File: config.mk
export PLATFORM = sky130hd
export DESIGN_NAME = irq_aggregator
export DESIGN_NICKNAME = d
export VERILOG_FILES = /design/src/rtl/irq_agg_pkg.sv /design/src/rtl/irq_sync_chain.sv /design/src/rtl/irq_edge_bank.sv /design/src/rtl/irq_aggregator.sv
export SDC_FILE = /design/constraint.sdc
export NUM_CORES = 1
export LEC_CHECK = 0
export ABC_AREA = 1
export CORE_UTILIZATION = 59
export CTS_CLUSTER_SIZE = 30
export DETAILED_ROUTE_END_ITERATION = 12
export PLACE_DENSITY = 0.91
export SLEW_MARGIN = 20
export SYNTH_ARGS = -nofsm -noshare
export SYNTH_HDL_FRONTEND = slang
export SYNTH_SLANG_ARGS = --single-unit
File: constraint.sdc
create_clock -name clk -period 3.6 [get_ports clk]
set_clock_uncertainty 0.05 [all_clocks]
set_input_delay 0.72 -clock clk [delete_from_list [all_inputs] [get_ports clk]]
set_output_delay 0.72 -clock clk [all_outputs]
set_load 0.005 [all_outputs]
File: src/rtl/irq_agg_pkg.sv
package irq_agg_pkg;

    localparam int ADDR_W = 3;

    typedef enum logic [ADDR_W-1:0] {
        REG_ENABLE   = 3'd0,
        REG_TRIGGER  = 3'd1,
        REG_POLARITY = 3'd2,
        REG_DISMISS  = 3'd3,
        REG_STATUS   = 3'd4
    } reg_sel_e;

endpackage

File: src/rtl/irq_sync_chain.sv
module irq_sync_chain #(
    parameter int WIDTH  = 32,
    parameter int STAGES = 2
) (
    input  logic             clk,
    input  logic             rst_n,
    input  logic [WIDTH-1:0] async_in,
    output logic [WIDTH-1:0] sync_out
);

    logic [WIDTH-1:0] stage_d [STAGES];
    logic [WIDTH-1:0] stage_q [STAGES];

    always_comb begin
        stage_d[0] = async_in;
        for (int s = 1; s < STAGES; s++) begin
            stage_d[s] = stage_q[s-1];
        end
    end

    genvar g;
    generate
        for (g = 0; g < STAGES; g++) begin : g_stage
            always_ff @(posedge clk) begin
                if (!rst_n) stage_q[g] <= '0;
                else        stage_q[g] <= stage_d[g];
            end
        end
    endgenerate

    assign sync_out = stage_q[STAGES-1];

endmodule

File: src/rtl/irq_edge_bank.sv
module irq_edge_bank #(
    parameter int WIDTH = 32
) (
    input  logic             clk,
    input  logic             rst_n,
    input  logic [WIDTH-1:0] active,
    input  logic [WIDTH-1:0] edge_sel,
    input  logic [WIDTH-1:0] dismiss,
    output logic [WIDTH-1:0] latched
);

    typedef struct packed {
        logic [WIDTH-1:0] prev;
        logic [WIDTH-1:0] hold;
    } edge_state_t;

    edge_state_t st_d, st_q;
    logic [WIDTH-1:0] rise;

    always_comb begin
        rise      = active & ~st_q.prev;
        st_d.prev = active;
        st_d.hold = (st_q.hold | (rise & edge_sel)) & edge_sel & ~dismiss;
    end

    always_ff @(posedge clk) begin
        if (!rst_n) st_q <= '0;
        else        st_q <= st_d;
    end

    assign latched = st_q.hold;

endmodule

File: src/rtl/irq_aggregator.sv
module irq_aggregator
    import irq_agg_pkg::*;
#(
    parameter int NUM_LINES    = 32,
    parameter int SYNC_STAGES  = 2,
    parameter int DEAD_LO      = 20,
    parameter int DEAD_HI      = 30,
    parameter int CASCADE_LINE = 31
) (
    input  logic                 clk,
    input  logic                 rst_n,
    input  logic [NUM_LINES-1:0] irq_in,
    input  logic                 bus_we,
    input  logic [ADDR_W-1:0]    bus_addr,
    input  logic [NUM_LINES-1:0] bus_wdata,
    output logic [NUM_LINES-1:0] bus_rdata,
    output logic                 irq_out
);

    function automatic logic [NUM_LINES-1:0] span_mask(input int lo, input int hi);
        logic [NUM_LINES-1:0] m;
        m = '0;
        for (int i = 0; i < NUM_LINES; i++) begin
            if (i >= lo && i <= hi) m[i] = 1'b1;
        end
        return m;
    endfunction

    localparam logic [NUM_LINES-1:0] DEAD_MASK = span_mask(DEAD_LO, DEAD_HI);
    localparam logic [NUM_LINES-1:0] POL_RESET = span_mask(CASCADE_LINE, CASCADE_LINE);

    typedef struct packed {
        logic [NUM_LINES-1:0] enable;
        logic [NUM_LINES-1:0] trigger;
        logic [NUM_LINES-1:0] polarity;
        logic [NUM_LINES-1:0] dismiss;
        logic                 irq;
    } ctl_state_t;

    ctl_state_t state_d, state_q;

    logic [NUM_LINES-1:0] sync_w;
    logic [NUM_LINES-1:0] active_w;
    logic [NUM_LINES-1:0] latch_w;
    logic [NUM_LINES-1:0] status_w;
    logic [NUM_LINES-1:0] trig_w;
    logic [NUM_LINES-1:0] dismiss_w;

    irq_sync_chain #(
        .WIDTH  (NUM_LINES),
        .STAGES (SYNC_STAGES)
    ) u_sync (
        .clk      (clk),
        .rst_n    (rst_n),
        .async_in (irq_in),
        .sync_out (sync_w)
    );

    assign active_w  = ~(sync_w ^ state_q.polarity);
    assign trig_w    = state_q.trigger;
    assign dismiss_w = state_q.dismiss;

    irq_edge_bank #(
        .WIDTH (NUM_LINES)
    ) u_edges (
        .clk      (clk),
        .rst_n    (rst_n),
        .active   (active_w),
        .edge_sel (state_q.trigger),
        .dismiss  (state_q.dismiss),
        .latched  (latch_w)
    );

    always_comb begin
        status_w = ((state_q.trigger & latch_w) | (~state_q.trigger & active_w))
                   & state_q.enable & ~DEAD_MASK;

        state_d     = state_q;
        state_d.irq = |status_w;
        if (bus_we) begin
            case (reg_sel_e'(bus_addr))
                REG_ENABLE:   state_d.enable   = bus_wdata & ~DEAD_MASK;
                REG_TRIGGER:  state_d.trigger  = bus_wdata;
                REG_POLARITY: state_d.polarity = bus_wdata;
                REG_DISMISS:  state_d.dismiss  = bus_wdata;
                default:      ;
            endcase
        end

        case (reg_sel_e'(bus_addr))
            REG_ENABLE:   bus_rdata = state_q.enable;
            REG_TRIGGER:  bus_rdata = state_q.trigger;
            REG_POLARITY: bus_rdata = state_q.polarity;
            REG_DISMISS:  bus_rdata = state_q.dismiss;
            REG_STATUS:   bus_rdata = status_w;
            default:      bus_rdata = '0;
        endcase
    end

    always_ff @(posedge clk) begin
        if (!rst_n) begin
            state_q          <= '0;
            state_q.polarity <= POL_RESET;
        end else begin
            state_q <= state_d;
        end
    end

    assign irq_out = state_q.irq;

endmodule

* Word level (Yosys, flattened, before mapping) *
Memory sizes are Yosys's and may differ from the RTL's.
Cells that the tools add are included.

word-level totals
  bits in writable memories = 64
  memories = 1
  bits in registers = 182
  word-level logic and storage cells = 39
  output and inout port bits = 33

memory list
  name            depth  bits a word  rd ports  clocked after memory_dff  write ports  line                  text
  u_sync.stage_q  2      32           2         0                         2            irq_sync_chain.sv:12  logic [WIDTH-1:0] stage_q [STAGES];

cells by class
  multiplexer cells = 5
  bitwise operators = 16
  equality and inequality tests = 4
  reduce and logical (&&, ||, !) cells = 6

operators by type and width
  kind                                                              number
  32-bit AND                                                        7
  32-bit case mux with 5 select lines                               1
  32-bit NOT                                                        4
  32-bit 2-to-1 mux                                                 2
  32-bit OR                                                         2
  32-bit XOR                                                        1
  21-bit OR reduction                                               1
  2-bit AND reduction                                               4
  3-bit by 2-bit == test with 1-bit output (second input constant)  2
  3-bit by 1-bit == test with 1-bit output (second input constant)  1
  3-bit == test (second input constant)                             1
  3-bit zero test                                                   1
  1-bit 2-to-1 mux                                                  2
  1-bit OR                                                          2

* Depth between registers and ports, before layout *
An unclocked memory read counts as a cell.

  depth in word-level cells = 8
  gate-level depth with buffers = 9

* By module *
From an unflattened synthesis, not the netlist that was laid out.

second synthesis, totals
  cell total of the unflattened synthesis = 1335
  area, all modules = 10095.9 um2

by module, submodules not included
  module          cells an instance  area each (um2)  instances
  irq_aggregator  841                5789.3           1
  irq_edge_bank   295                2466.1           1
  irq_sync_chain  199                1840.5           1

* Least setup slack after synthesis *
OpenSTA, ideal clock, no wires.

  path type = in2out
  start = in bus_addr[0]
  end = out bus_rdata[13]
  path buffers = 1
  stages = 7
  setup slack = 1.324 ns
  arrival time = 1.506 ns
  cells stage by stage = inv_1 nor2_4 nand2_2 inv_2 buf_2 a22oi_1 o2111ai_1

between the ends
  longest elaborated chain between the ends = 2
  elaborated cells between the ends (all ways) = 6
  classes of those cells = 4 x eq/ne; 1 x mux; 1 x reduce/logical

RTL lines
  element                                line                  text
  start: declaration                     irq_aggregator.sv:14  input logic [ADDR_W-1:0] bus_addr,
  3-bit == test (tied with other cells)  irq_aggregator.sv:90  case (reg_sel_e'(bus_addr))
  32-bit case mux with 5 select lines *  irq_aggregator.sv:90
  end: declaration                       irq_aggregator.sv:16  output logic [NUM_LINES-1:0] bus_rdata,

Mark *: on every way between the ends. The rest lies on a longest branch, timed or not.

* Worst setup path after layout *
  start = in bus_addr[0]
  end = out bus_rdata[30]

The elaborated chain is that of the path after synthesis.

==> flow_summary_export.csv <==
group,metric,value,unit
global_route,grt_pass1_wl,34100,um
timing,hold_viol_final,0,
critical_path,worst_setup_path_start_kind,"input pin",
global_route,grt-ovfl-total,0,
global_route,grt_pass1_vias,7275,
timing,clock.fmax,286,MHz
finish,antennaDiodeCount,0,
logic_synthesis,synth_nets,1185,
timing,relSlewSlack,0.372,
timing,timing.hold.ws,0.364,ns
logic_synthesis,synthCells,1115,
power_and_ir_drop,leakage,4.31,nW
routing,via_count,7739,
cts,clockBufferDepth,3,
critical_path,critPathKind,"in -> out",
finish,area_growth,22.1,%
timing,rsz0062_at_grt,"false",
logic_synthesis,ys_seq_area_frac,0.499,
critical_path,worstPathArrival,2.73,ns
critical_path,worstPathRequired,2.83,ns
place,dpl_worst_slack,0.178,ns
power_and_ir_drop,power,5.00,mW
global_route,antenna_found_initial,0,
routing,wl_per_cell,14.9,um
finish,finalCoreUtilization,0.744,
cts,cts_tree,"done",
die,core_area,13300,sq um
power_and_ir_drop,combPwrFrac,0.084,
power_and_ir_drop,powerDensity,506,nW/um^2
timing,worst_pin_slew,0.941,ns
cts,cts_sinks,202,
die,chipWidth,119,um
place,io_buffers,91,
global_route,grt_max_degree,87,
timing,min_period_over_period,0.973,
cts,root_buffer,"clkbuf_16",
min_path,min_path_cells,2,
finish,nets,1264,
cts,cts-hold-fix-buffers,0,
cts,htreeDepth,1,
finish,fin_cells,1383,
cts,postCtsSetupBuffers,0,
logic_synthesis,netlist_area,8100,sq um
routing,wirelength,20600,um
place,gp_congestion,0.810,
die,io_pins,103,
place,dpl_cell_area,9180,sq um
logic_synthesis,ys_ff_latch,202,
cts,cts_resized,0,
critical_path,path_max_fanout,11,
power_and_ir_drop,intPower,3.86,mW
finish,register_area,4040,sq um
routing,drt-pass1-iter-count,6,
logic_synthesis,avgSynthCellArea,7.26,sq um
routing,vias_per_cell,5.60,
routing,ant_nets,0,
place,place_inst,1348,
timing,period_minus_slack,3.50,ns
cts,clk_pin_slew,0.06,ns
finish,multiInputGateArea,3130,sq um
routing,drt-initial-drc-count,750,
die,die_h,119,um
power_and_ir_drop,clkPwrFrac,0.443,
flow_run,drv_cap,0,
finish,fillCellCount,936,
die,rows,42,
min_path,min_path_type,"reg -> reg",
timing,setup_slack,0.0986,ns
power_and_ir_drop,switching_share,0.228,
logic_synthesis,synth-warning-count,0,
critical_path,cp-end-kind,"primary output",
die,start_util,0.609,
cts,clk_latency,0.49,ns
power_and_ir_drop,vdd_drop_max,0.311,mV
timing,drv_slew,0,
timing,setup_violations,0,
logic_synthesis,synth_cell_types,25,
finish,fin_area,9890,sq um
run_status,status,"completed",
die,dieArea,14200,sq um
critical_path,r2r_cells,9,
power_and_ir_drop,switching_power,1.14,mW
global_route,track_usage,0.294,
cts,cts_made_buffers,20,
power_and_ir_drop,power.share.sequential,0.473,
finish,drive_gt1_frac,0.0572,
timing,setup_tns,0,ns
place,dpl.hpwl,12400,um
routing,post-route-drc-count,0,
[power groups by stage]
stage               clock network [mW]  registers, mW  logic [mW]
detailed placement                   0           2.41       0.408
floorplan                            0           2.40       0.234
finish                            2.22           2.36       0.422
global route                      2.32           2.37       0.469
CTS                               2.23           2.36       0.416
global placement                     0           2.41       0.397
[worst paths after layout]
check | endpoint | start | slack (ns)
worst max-delay path | bus_rdata[30] | bus_addr[0] | 0.1
worst min-delay path | u_sync.stage_q[1][7] | u_sync.stage_q[0][7] | 0.36
worst max register to register | irq_out | state_q[64] | 2.06
worst min register to register | u_sync.stage_q[1][7] | u_sync.stage_q[0][7] | 0.36
[layout by cell type (no fill, tap or decap), types with 12 or more instances in the layout]
cell type          n
clkbuf_16         21
o21ai_0          149
nand3_1           25
dfxtp_1          202
o22ai_1           32
nor2_1           158
inv_1            174
nand2_1          168
nor3_1            21
o211ai_1          12
buf_4             18
a21oi_1           92
clkdlybuf4s50_1   90
[cells in the mapped netlist, drive strengths merged]
master,count,area [sq um]
inv,179,672
a22oi,4,30.0
nand3,26,143
o211ai,12,90.1
o2111ai,4,35.0
xor2,2,17.5
o22ai,32,200
nor3,21,105
o21ai,150,751
o221ai,1,8.76
nor2,161,622
clkbuf,28,105
dfxtp,202,4040
or2,1,6.26
buf,27,145
nand2,173,662
a21oi,92,460
[metal layers]
layer | GRT usage | vias to the layer above | part of all wire
met5 | 0 | - | 0
met4 | 0.106 | 0 | 0.029
met3 | 0.0417 | 62 | 0.088
met2 | 0.487 | 403 | 0.47
met1 | 0.391 | 3566 | 0.42
li1 | - | 3708 | -
[state kept, by name (all words and copies together) (netlist names)]
| name | cells |
|---|---|
| state_q | 53 |
| u_sync.stage_q | 42 |
| dismiss_w | 32 |
| trig_w | 32 |
| u_edges.latched | 21 |
| u_edges.st_q | 21 |
| irq_out | 1 |
[critical path, stage by stage]
cell,delay [ns]
clkdlybuf4s50_1,0.47
inv_1,0.10
nor2_4,0.12
nand2_2,0.08
inv_1,0.21
buf_4,0.24
nand2_1,0.09
o211ai_1,0.14
clkdlybuf4s50_1,0.55
[logic make-up (layout without fill, tap and decap cells)]
group	count (synthesis)	count (layout)	synth area share
compound gates	295	295	0.195
xor+xnor	2	2	0.00216
buf+inv	234	326	0.114
flops	202	202	0.499
simple gates	382	382	0.190
[final cells by class]
class	count	area share
Tap cell	176	0.0223
Clock buffer	28	0.0599
Clock inverter	7	0.0114
Timing Repair Buffer	112	0.113
Inverter	179	0.0680
Multi-Input combinational cell	679	0.317
Sequential cell	202	0.409
Note: power is estimated with default switching activity, not from simulation.
